### src/rtl/pdma_pkg.sv
// Package: shared constants and types of the ping-pong peripheral DMA channel.
// Assumes a 32-bit register and data path; address and count widths are
// parameters of the modules that use them.
package pdma_pkg;

    localparam int DATA_W = 32;

    // register window selects
    localparam logic [2:0] SEL_CTRL = 3'd0;
    localparam logic [2:0] SEL_STAT = 3'd1;
    localparam logic [2:0] SEL_A0   = 3'd2;
    localparam logic [2:0] SEL_C0   = 3'd3;
    localparam logic [2:0] SEL_A1   = 3'd4;
    localparam logic [2:0] SEL_C1   = 3'd5;

    // beat engine states
    typedef enum logic [1:0] {
        ST_IDLE = 2'd0,
        ST_XFER = 2'd1,
        ST_ACK  = 2'd2
    } pdma_state_e;

endpackage

### src/rtl/pdma_slot.sv
// Module: one buffer slot (current address, remaining count, flags).
// Software writes take priority over hardware advancement in the same cycle.
// A nonzero count write makes the slot valid; completion clears it.
module pdma_slot #(
    parameter int ADDR_W = 32,
    parameter int CNT_W  = 16
) (
    input  logic              clk,
    input  logic              rst_n,
    input  logic              wr_addr,
    input  logic              wr_cnt,
    input  logic [ADDR_W-1:0] wr_addr_val,
    input  logic [CNT_W-1:0]  wr_cnt_val,
    input  logic              adv,
    input  logic              fin,
    input  logic [CNT_W-1:0]  step,
    input  logic              clr_done,
    output logic [ADDR_W-1:0] addr,
    output logic [CNT_W-1:0]  cnt,
    output logic              valid,
    output logic              done,
    output logic              full
);

    logic [CNT_W-1:0] cnt_nxt;

    // remaining count after one beat, floored at zero
    always_comb begin
        cnt_nxt = (cnt <= step) ? '0 : cnt - step;
    end

    // address register: software load or per-beat increment
    always_ff @(posedge clk) begin
        if (!rst_n)       addr <= '0;
        else if (wr_addr) addr <= wr_addr_val;
        else if (adv)     addr <= addr + ADDR_W'(step);
    end

    // count and valid: software load arms, completion disarms
    always_ff @(posedge clk) begin
        if (!rst_n) begin
            cnt   <= '0;
            valid <= 1'b0;
        end else if (wr_cnt) begin
            cnt   <= wr_cnt_val;
            valid <= |wr_cnt_val;
        end else if (adv) begin
            cnt <= cnt_nxt;
            if (fin) valid <= 1'b0;
        end
    end

    // completion flags: done is sticky until cleared, full records exhaustion
    always_ff @(posedge clk) begin
        if (!rst_n) begin
            done <= 1'b0;
            full <= 1'b0;
        end else if (adv && fin) begin
            done <= 1'b1;
            full <= (cnt_nxt == '0);
        end else if (clr_done) begin
            done <= 1'b0;
        end
    end

endmodule

### src/rtl/pdma_engine.sv
// Module: beat engine. Accepts one peripheral request at a time, performs one
// memory beat, then acknowledges. All state is clock-enabled by `en`.
// Assumes the peripheral holds its request until acknowledged and drops it
// the cycle after, and that dir/word stay still while a beat is in flight.
module pdma_engine #(
    parameter int CNT_W = 16
) (
    input  logic                      clk,
    input  logic                      rst_n,
    input  logic                      en,
    input  logic                      dir,
    input  logic                      word,
    input  logic                      act_valid,
    input  logic [CNT_W-1:0]          act_cnt,
    input  logic                      per_req,
    input  logic                      per_last,
    input  logic [pdma_pkg::DATA_W-1:0] per_wdata,
    output logic                      per_ack,
    output logic [pdma_pkg::DATA_W-1:0] per_rdata,
    output logic                      mem_req,
    output logic                      mem_we,
    output logic                      mem_word,
    output logic [pdma_pkg::DATA_W-1:0] mem_wdata,
    input  logic [pdma_pkg::DATA_W-1:0] mem_rdata,
    input  logic                      mem_ready,
    output logic [CNT_W-1:0]          step,
    output logic                      beat,
    output logic                      beat_fin
);
    import pdma_pkg::*;

    pdma_state_e          state_q;
    logic [DATA_W-1:0]    buf_q;
    logic                 last_q;
    logic [DATA_W-1:0]    per_cut;
    logic [DATA_W-1:0]    mem_cut;

    // width reduction of both data sources for byte mode
    always_comb begin
        per_cut = word ? per_wdata : {{(DATA_W-8){1'b0}}, per_wdata[7:0]};
        mem_cut = word ? mem_rdata : {{(DATA_W-8){1'b0}}, mem_rdata[7:0]};
        step    = word ? CNT_W'(4) : CNT_W'(1);
    end

    // beat sequencer: idle -> memory beat -> acknowledge, frozen when disabled
    always_ff @(posedge clk) begin
        if (!rst_n) begin
            state_q <= ST_IDLE;
            buf_q   <= '0;
            last_q  <= 1'b0;
        end else if (en) begin
            case (state_q)
                ST_IDLE: if (act_valid && per_req) begin
                    if (dir) buf_q <= per_cut;
                    last_q  <= per_last;
                    state_q <= ST_XFER;
                end
                ST_XFER: if (mem_ready) begin
                    if (!dir) buf_q <= mem_cut;
                    state_q <= ST_ACK;
                end
                ST_ACK:  state_q <= ST_IDLE;
                default: state_q <= ST_IDLE;
            endcase
        end
    end

    // bus and handshake outputs, gated by the channel enable
    always_comb begin
        mem_req   = en && (state_q == ST_XFER);
        mem_we    = dir;
        mem_word  = word;
        mem_wdata = buf_q;
        per_ack   = en && (state_q == ST_ACK);
        per_rdata = buf_q;
        beat      = per_ack;
        beat_fin  = beat && (last_q || (act_cnt <= step));
    end

endmodule

### src/rtl/pdma_regs.sv
// Module: register window, control bits, active-slot pointer, stall flag and
// interrupt. Write strobes to the slots are decoded here; status done bits
// are write-1-to-clear. Reads are combinational on the select.
module pdma_regs #(
    parameter int ADDR_W = 32,
    parameter int CNT_W  = 16
) (
    input  logic                          clk,
    input  logic                          rst_n,
    input  logic                          reg_wr,
    input  logic [2:0]                    reg_sel,
    input  logic [pdma_pkg::DATA_W-1:0]   reg_wdata,
    output logic [pdma_pkg::DATA_W-1:0]   reg_rdata,
    output logic                          en,
    output logic                          dir,
    output logic                          word,
    output logic                          irq_en,
    output logic                          active,
    output logic                          stalled,
    output logic                          irq,
    output logic [1:0]                    wr_addr,
    output logic [1:0]                    wr_cnt,
    output logic [ADDR_W-1:0]             wr_addr_val,
    output logic [CNT_W-1:0]              wr_cnt_val,
    output logic [1:0]                    clr_done,
    input  logic [1:0][ADDR_W-1:0]        slot_addr,
    input  logic [1:0][CNT_W-1:0]         slot_cnt,
    input  logic [1:0]                    slot_valid,
    input  logic [1:0]                    slot_done,
    input  logic [1:0]                    slot_full,
    input  logic                          beat_fin
);
    import pdma_pkg::*;

    logic other;

    // write decode toward the slots and the done-flag clear
    always_comb begin
        wr_addr[0]  = reg_wr && (reg_sel == SEL_A0);
        wr_addr[1]  = reg_wr && (reg_sel == SEL_A1);
        wr_cnt[0]   = reg_wr && (reg_sel == SEL_C0);
        wr_cnt[1]   = reg_wr && (reg_sel == SEL_C1);
        wr_addr_val = reg_wdata[ADDR_W-1:0];
        wr_cnt_val  = reg_wdata[CNT_W-1:0];
        clr_done    = (reg_wr && (reg_sel == SEL_STAT)) ? reg_wdata[1:0] : 2'b00;
        other       = ~active;
    end

    // control register
    always_ff @(posedge clk) begin
        if (!rst_n) begin
            en     <= 1'b0;
            dir    <= 1'b0;
            word   <= 1'b0;
            irq_en <= 1'b0;
        end else if (reg_wr && (reg_sel == SEL_CTRL)) begin
            en     <= reg_wdata[0];
            dir    <= reg_wdata[1];
            word   <= reg_wdata[2];
            irq_en <= reg_wdata[3];
        end
    end

    // slot pointer flips on completion; stall if the next slot is empty
    always_ff @(posedge clk) begin
        if (!rst_n) begin
            active  <= 1'b0;
            stalled <= 1'b0;
        end else if (beat_fin) begin
            active  <= other;
            stalled <= !slot_valid[other];
        end else if (stalled && slot_valid[active]) begin
            stalled <= 1'b0;
        end
    end

    // interrupt from any done flag under the mask
    always_comb begin
        irq = irq_en && (|slot_done);
    end

    // read multiplexer
    always_comb begin
        case (reg_sel)
            SEL_CTRL: reg_rdata = {{(DATA_W-4){1'b0}}, irq_en, word, dir, en};
            SEL_STAT: reg_rdata = {{(DATA_W-8){1'b0}}, stalled, active,
                                   slot_valid, slot_full, slot_done};
            SEL_A0:   reg_rdata = DATA_W'(slot_addr[0]);
            SEL_C0:   reg_rdata = DATA_W'(slot_cnt[0]);
            SEL_A1:   reg_rdata = DATA_W'(slot_addr[1]);
            SEL_C1:   reg_rdata = DATA_W'(slot_cnt[1]);
            default:  reg_rdata = '0;
        endcase
    end

endmodule

### src/rtl/pdma_channel.sv
// Module: top of the ping-pong peripheral DMA channel. Ties the register
// window, two buffer slots and the beat engine together; the active slot
// supplies the memory address and the count used for completion.
module pdma_channel #(
    parameter int ADDR_W = 32,
    parameter int CNT_W  = 16
) (
    input  logic              clk,
    input  logic              rst_n,
    input  logic              reg_wr,
    input  logic [2:0]        reg_sel,
    input  logic [31:0]       reg_wdata,
    output logic [31:0]       reg_rdata,
    output logic              irq,
    input  logic              per_req,
    input  logic              per_last,
    input  logic [31:0]       per_wdata,
    output logic              per_ack,
    output logic [31:0]       per_rdata,
    output logic              mem_req,
    output logic              mem_we,
    output logic              mem_word,
    output logic [ADDR_W-1:0] mem_addr,
    output logic [31:0]       mem_wdata,
    input  logic [31:0]       mem_rdata,
    input  logic              mem_ready
);

    localparam int NSLOT = 2;

    logic                          chan_en, chan_dir, chan_word, chan_irq_en;
    logic                          chan_active, chan_stalled;
    logic [NSLOT-1:0]              wr_addr, wr_cnt, clr_done;
    logic [ADDR_W-1:0]             wr_addr_val;
    logic [CNT_W-1:0]              wr_cnt_val;
    logic [NSLOT-1:0][ADDR_W-1:0]  slot_addr;
    logic [NSLOT-1:0][CNT_W-1:0]   slot_cnt;
    logic [NSLOT-1:0]              slot_valid, slot_done, slot_full;
    logic [CNT_W-1:0]              step;
    logic                          beat, beat_fin;

    pdma_regs #(.ADDR_W(ADDR_W), .CNT_W(CNT_W)) u_regs (
        .clk(clk), .rst_n(rst_n),
        .reg_wr(reg_wr), .reg_sel(reg_sel), .reg_wdata(reg_wdata),
        .reg_rdata(reg_rdata),
        .en(chan_en), .dir(chan_dir), .word(chan_word), .irq_en(chan_irq_en),
        .active(chan_active), .stalled(chan_stalled), .irq(irq),
        .wr_addr(wr_addr), .wr_cnt(wr_cnt),
        .wr_addr_val(wr_addr_val), .wr_cnt_val(wr_cnt_val),
        .clr_done(clr_done),
        .slot_addr(slot_addr), .slot_cnt(slot_cnt), .slot_valid(slot_valid),
        .slot_done(slot_done), .slot_full(slot_full),
        .beat_fin(beat_fin)
    );

    // one slot instance per buffer; only the active one advances
    for (genvar i = 0; i < NSLOT; i++) begin : g_slot
        logic is_act;
        assign is_act = (chan_active == 1'(i));
        pdma_slot #(.ADDR_W(ADDR_W), .CNT_W(CNT_W)) u_slot (
            .clk(clk), .rst_n(rst_n),
            .wr_addr(wr_addr[i]), .wr_cnt(wr_cnt[i]),
            .wr_addr_val(wr_addr_val), .wr_cnt_val(wr_cnt_val),
            .adv(beat && is_act), .fin(beat_fin), .step(step),
            .clr_done(clr_done[i]),
            .addr(slot_addr[i]), .cnt(slot_cnt[i]), .valid(slot_valid[i]),
            .done(slot_done[i]), .full(slot_full[i])
        );
    end

    pdma_engine #(.CNT_W(CNT_W)) u_engine (
        .clk(clk), .rst_n(rst_n),
        .en(chan_en), .dir(chan_dir), .word(chan_word),
        .act_valid(slot_valid[chan_active]), .act_cnt(slot_cnt[chan_active]),
        .per_req(per_req), .per_last(per_last), .per_wdata(per_wdata),
        .per_ack(per_ack), .per_rdata(per_rdata),
        .mem_req(mem_req), .mem_we(mem_we), .mem_word(mem_word),
        .mem_wdata(mem_wdata), .mem_rdata(mem_rdata), .mem_ready(mem_ready),
        .step(step), .beat(beat), .beat_fin(beat_fin)
    );

    assign mem_addr = slot_addr[chan_active];

endmodule

### config.mk
export PLATFORM = sky130hd
export DESIGN_NAME = pdma_channel
export DESIGN_NICKNAME = d
export VERILOG_FILES = /design/src/rtl/pdma_pkg.sv /design/src/rtl/pdma_slot.sv /design/src/rtl/pdma_engine.sv /design/src/rtl/pdma_regs.sv /design/src/rtl/pdma_channel.sv
export SDC_FILE = /design/constraint.sdc
export NUM_CORES = 1
export LEC_CHECK = 0
export ABC_CLOCK_PERIOD_IN_PS = 3400
export BUFFER_PORTS_ARGS = -buffer_cell sky130_fd_sc_hd__buf_2
export CAP_MARGIN = 5
export CORE_ASPECT_RATIO = 0.6
export CORE_MARGIN = 3
export CORE_UTILIZATION = 42
export CTS_CLUSTER_SIZE = 14
export DETAILED_ROUTE_END_ITERATION = 6
export PLACE_DENSITY_LB_ADDON = 0.15
export SYNTH_ARGS = -nofsm -noshare
export SYNTH_HDL_FRONTEND = slang
export SYNTH_SLANG_ARGS = --single-unit
### constraint.sdc
create_clock -name clk -period 3.4 [get_ports clk]
set_input_delay 0.17 -clock clk [delete_from_list [all_inputs] [get_ports clk]]
set_output_delay 0.17 -clock clk [all_outputs]
set_load 0.05 [all_outputs]
==> results of run 1 <==
## report_power, final
part           internal (mW)  switching, mW  total [mW]
combinational          0.243          0.460       0.703
clock                   1.16          0.776        1.94
sequential              1.72         0.0711        1.79
total                   3.12           1.31        4.43
## critical path: stages (launching register included)
cell     delay, ns
dfxtp_1       0.31
inv_1         0.26
ha_1          0.26
ha_1          0.23
nor2b_1       0.07
buf_4         0.16
o22ai_1       0.25
and3_1        0.49
o21ai_0       0.18
a32oi_1       0.18
a21oi_1       0.08
## sequential cells by signal, summed over array words and instances (netlist names)
| signal | count |
|---|---|
| g_slot.u_slot.addr | 64 |
| g_slot.u_slot.cnt | 32 |
| u_engine.mem_wdata | 32 |
| g_slot.u_slot.done | 2 |
| g_slot.u_slot.full | 2 |
| g_slot.u_slot.valid | 2 |
| u_engine.state_q | 2 |
| u_engine.last_q | 1 |
| u_regs.active | 1 |
| u_regs.dir | 1 |
| u_regs.en | 1 |
| u_regs.irq_en | 1 |
| u_regs.stalled | 1 |
| u_regs.word | 1 |
## cell usage in the layout, fill, tap and decap left out, types with 37 or more instances in the layout
master / instances
buf_2: 237
dfxtp_1: 142
o21ai_0: 111
a21oi_1: 110
nand2_1: 97
nor2_1: 91
mux2_2: 64
nand3_1: 55
mux2i_1: 37
xnor2_1: 37
## timing repair
| item | CTS | global route |
|---|---|---|
| hold buffers | 1 | 0 |
| setup buffers | 0 | 0 |
| endpoints found under the hold margin | 1 | 0 |
## how the worst max path moves through the flow
stage | end | slack, ns | depth (start not counted)
after CTS | g_slot[0].u_slot.full | 0.87 | 8
after global routing | g_slot[0].u_slot.cnt[15] | 0.62 | 8
after detailed placement | g_slot[1].u_slot.cnt[6] | 0.90 | 9
after floorplan | g_slot[1].u_slot.cnt[10] | 0.10 | 12
after global placement | g_slot[1].u_slot.full | 0.93 | 9
final | g_slot[1].u_slot.cnt[7] | 0.79 | 10
## per-stage QoR
stage | hold slack (ns) | setup slack, ns | power (mW) | utilization | area (µm²)
detailed placement | 0.443 | 0.895 | 2.50 | 0.490 | 10500
CTS | 0.00208 | 0.868 | 4.43 | 0.517 | 11100
finish | 0.0222 | 0.794 | 4.43 | 0.518 | 11100
global route | 0.0155 | 0.623 | 4.59 | 0.517 | 11100
floorplan | 0.314 | 0.102 | 2.26 | - | 9360
global placement | 0.441 | 0.927 | 2.50 | 0.490 | 10500
## routing by layer
metal | up-vias | global-route usage
met4 | 0 | 0.0557
met3 | 33 | 0.0785
li1 | 4640 | -
met1 | 4604 | 0.424
met2 | 521 | 0.373
met5 | - | 0
## logic make-up after synthesis
logic type | synth area share
flip-flops | 0.306
AND/OR/NAND/NOR | 0.197
AO/OA/AOI/OAI | 0.230
XOR/XNOR | 0.0609
adder cells (fa/ha/maj) | 0.0187
multiplexers | 0.117
buffers and inverters | 0.0710
## final cells by class
cell class,count,area [µm²]
inverters,19,71.3
repair buffers,262,1390
well taps,279,349
clock buffers,19,443
multi-input cells,908,5830
diodes,1,2.50
fillers,2148,10300
flip-flops and latches,143,2860
clock inverters,13,145
==> impl_metrics.ini, run 1 <==
[run_status]
status = completed

[power]
ir_worst_vdd_mv = 0.371
p_per_area_nw_per_um2 = 399
leakagePower_nw = 4.52

[worst_setup_path]
r2r-end = g_slot[1].u_slot.cnt[7]
cp.required_ns = 3.70
r2r_cells = 10
cp-start-kind = register
crit_arrival_ns = 2.91
crit_start = u_regs.word
r2r-start = u_regs.word
critical_path.endpoint_type = register
path_class = register to register
ff2ff_setup_slack_ns = 0.79
crit_fanout = 10

[synth]
synth_area_per_cell_um2 = 7.87
ys_warn_count = 0
syn-cell-area_um2 = 9360
seq_area_frac_synth = 0.306
yosysTopAreaCell = dfxtp_1
synth.ff_latch_count = 143
synthCells = 1189
ys.flop_type = dfxtp_1
syn-num-nets = 1308
synth_common_cells = 143 x dfxtp_1, 111 x o21ai_0, 110 x a21oi_1
synthMostInstantiatedCell = dfxtp_1
yosys.area.top_type_share = 0.306
yosys-top-cells-area = dfxtp_1 31%, mux2_2 7.7%, o21ai_0 5.9%
async_flop_share = 0
synth_enable_flop_cells = 0
synth_cell_type_count = 68

[global_routing]
grt_max_degree = 55
grt_usage = 0.274
grt.overflow.total = 0
grt_pass1_wl_mm = 51.3
first_global_vias = 8684
antenna_found_initial = 0

[clock_tree]
numClockSinks = 143
clockBufferDepth = 2
cts_tree = done
post_cts_resized = 0
htreeDepth = 4
cts_buffers = 17
clkLatencyLatePin_ns = 0.43
path_clk_slew_ns = 0.07
cts-root-buf = clkbuf_16

[route]
drc = 0
via_per_inst = 5.96
wl_mm = 34.4
drtPass1Iterations = 7
drt-wirelength-per-cell_um = 20.9
drtAntennaViolNets = 0
highest_layer = met4
first_iter_violations = 922
vias = 9798
wl_met2_mm = 13.6
drt-met1-wl_mm = 16.6
met3_length_mm = 3.81

[job]
drv_cap = 0

[floorplanning]
design.core.area_um2 = 21400
dieArea_um2 = 24200
die_h_um = 122
fp.dieW_um = 199
initial_core_util = 0.436
ios = 238
rows = 41

[sta]
tns_ns = 0
fin_crit_ns = 2.61
setup_viol = 0
clock_skew_ns = 0.0120
fmax_ghz = 0.384
slew_headroom = 0.294
rsz0062_at_grt = false
slew_viol_final = 0
worst_pin_slew_ns = 1.06
finalHoldViolCount = 0
period_share = 0.766

[finish]
nets = 1470
syn_to_final_growth_pct = 18.6
layoutNonFillerInstCount = 1644
drive_gt1_frac = 0.275

[placement]
gp_congestion = 1.00
port_buffers = 237
place_inst = 1610
dpl.hpwl_mm = 25.3

[worst_hold_path]
holdCritPathClass = input port to register
min_to = g_slot[0].u_slot.addr[30]
min_from = reg_wdata[30]
hold_depth = 3
No activity file was read; power rests on OpenSTA's default activity.
==> run 2: changes to the inputs <==
--- a/config.mk
+++ b/config.mk
@@ -5,7 +5,7 @@
 export SDC_FILE = /design/constraint.sdc
 export NUM_CORES = 1
 export LEC_CHECK = 0
-export ABC_CLOCK_PERIOD_IN_PS = 3400
+export ABC_CLOCK_PERIOD_IN_PS = 2600
 export BUFFER_PORTS_ARGS = -buffer_cell sky130_fd_sc_hd__buf_2
 export CAP_MARGIN = 5
 export CORE_ASPECT_RATIO = 0.6
==> constraint.sdc (replaced) <==
create_clock -name clk -period 2.6 [get_ports clk]
set_input_delay 0.13 -clock clk [delete_from_list [all_inputs] [get_ports clk]]
set_output_delay 0.13 -clock clk [all_outputs]
set_load 0.05 [all_outputs]
==> impl_metrics.ini, run 2 (synthesis gave the netlist of run 1 again) <==
[worst_setup_path]
cp.required_ns = 2.95
crit_arrival_ns = 2.82
path_common_cell = ha_1
cp_cell_sequence = inv_4, ha_1, ha_1, nor2b_1, buf_4, or3_1, o31a_1, o32ai_1, nand4_1, o31ai_1
path_buf_inv = 2
slowest_delay_ns = 0.39
path_class = register to register
r2r-start = u_regs.word
cp-start-kind = register
critical_path.endpoint_type = register
crit_start = u_regs.word
crit_path_top_delay_cell = dfxtp_4
ff2ff_setup_slack_ns = 0.14
crit_fanout = 9
path_delay_family = compound AO/OA/AOI/OAI gates

[global_routing]
grt_max_degree = 81
grt_pass1_wl_mm = 51.8
grt.overflow.total = 0
grt_usage = 0.278
first_global_vias = 8925
antenna_found_initial = 0

[sta]
finalHoldViolCount = 0
slew_headroom = 0.303
slew_viol_final = 0
clock_skew_ns = 0.00741
fmax_ghz = 0.406
worst_pin_slew_ns = 1.04
fin_crit_ns = 2.46
tns_ns = 0
fin_hold_ws_ns = 0.0257
period_share = 0.948
setup_viol = 0
rsz0062_at_grt = false

[power]
seqPwrFrac = 0.392
p_clk_frac = 0.436
netSwitchingFraction = 0.289
intPower_mw = 4.20
ir_worst_vdd_mv = 0.457
p_per_area_nw_per_um2 = 509
power_switching_mw = 1.71
combPwrFrac = 0.171
leakagePower_nw = 4.80

[route]
drtAntennaViolNets = 0
first_iter_violations = 808
vias = 9820
drt-wirelength-per-cell_um = 20.3
drc = 0
wl_mm = 34.5
drtPass1Iterations = 5
via_per_inst = 5.78

[clock_tree]
htreeDepth = 4
clockBufferDepth = 2
numClockSinks = 143
path_clk_slew_ns = 0.06
cts_tree = done
cts-root-buf = clkbuf_16
clkLatencyLatePin_ns = 0.43
cts_setup_buffers = 0
cts_buffers = 17

[worst_hold_path]
holdCritPathClass = input port to register
min_from = reg_wdata[25]

[finish]
antenna_cells = 0
syn_to_final_growth_pct = 24.1
drive_gt1_frac = 0.296
layoutNonFillerInstCount = 1700
nets = 1527
final_cell_mix = 237 x buf_2, 141 x dfxtp_1, 111 x o21ai_0
largest_reg_flops = 64
largest-register = g_slot.u_slot.addr
layout_commonest_cell = buf_2

[placement]
place_inst = 1652
gp_congestion = 0.950
port_buffers = 237
dpl.hpwl_mm = 25.6

[floorplanning]
initial_core_util = 0.436
die_h_um = 122
design.core.area_um2 = 21400
ios = 238
fp.dieW_um = 199
dieArea_um2 = 24200
rows = 41

[job]
drv_cap = 0

[run_status]
status = completed
run 2: final cells by class:
cell class                 instances  area (µm²)
timing repair buffer             319        1850
clock inverter                    10         135
sequential                       143        2870
tap                              279         349
clock buffer                      22         474
inverter                          19        73.8
fill                            2059        9840
multi-input combinational        908        5850
run 2: power groups by stage:
stage	combinational [mW]	sequential [mW]	clock (mW)
6_report	1.01	2.32	2.58
5_1_grt	1.08	2.32	2.72
4_1_cts	0.986	2.31	2.61
3_5_place_dp	0.960	2.36	0
3_3_place_gp	0.961	2.36	0
2_1_floorplan	0.622	2.35	0
run 2: worst paths after layout:
kind	to	cells past startpoint
worst max-delay path	g_slot[1].u_slot.full	10
worst min-delay path	g_slot[1].u_slot.addr[25]	3
worst max register to register	g_slot[1].u_slot.full	10
worst min register to register	u_engine.mem_wdata[31]	2
run 2: routing by layer:
metal / routed length [µm] / part of all wire / GRT usage
met1: 16900 / 0.49 / 0.420
met2: 14000 / 0.41 / 0.393
met3: 3130 / 0.091 / 0.0766
met4: 369 / 0.011 / 0.0544
met5: 0 / 0 / 0
run 2: through the flow:
step	utilization	instance area, µm²	total power, mW	setup slack [ns]
final	0.541	11600	5.90	0.135
after detailed placement	0.505	10800	3.32	0.165
after CTS	0.541	11600	5.91	0.146
after floorplan	-	9410	2.97	0.00947
after global placement	0.505	10800	3.32	0.174
after global routing	0.541	11600	6.13	0.0175
run 2: what timing repair did:
action | CTS | global route
hold endpoints to repair | 22 | 0
hold buffers | 16 | 0
endpoints found under the setup margin | 0 | 1
gates resized for setup | 0 | 2
run 2: worst register-to-register path, stage by stage, from the launching register on:
cell and delay, ns:
dfxtp_4 0.39, inv_4 0.12, ha_1 0.22, ha_1 0.23
nor2b_1 0.08, buf_4 0.16, or3_1 0.34, o31a_1 0.26
o32ai_1 0.16, nand4_1 0.20, o31ai_1 0.22
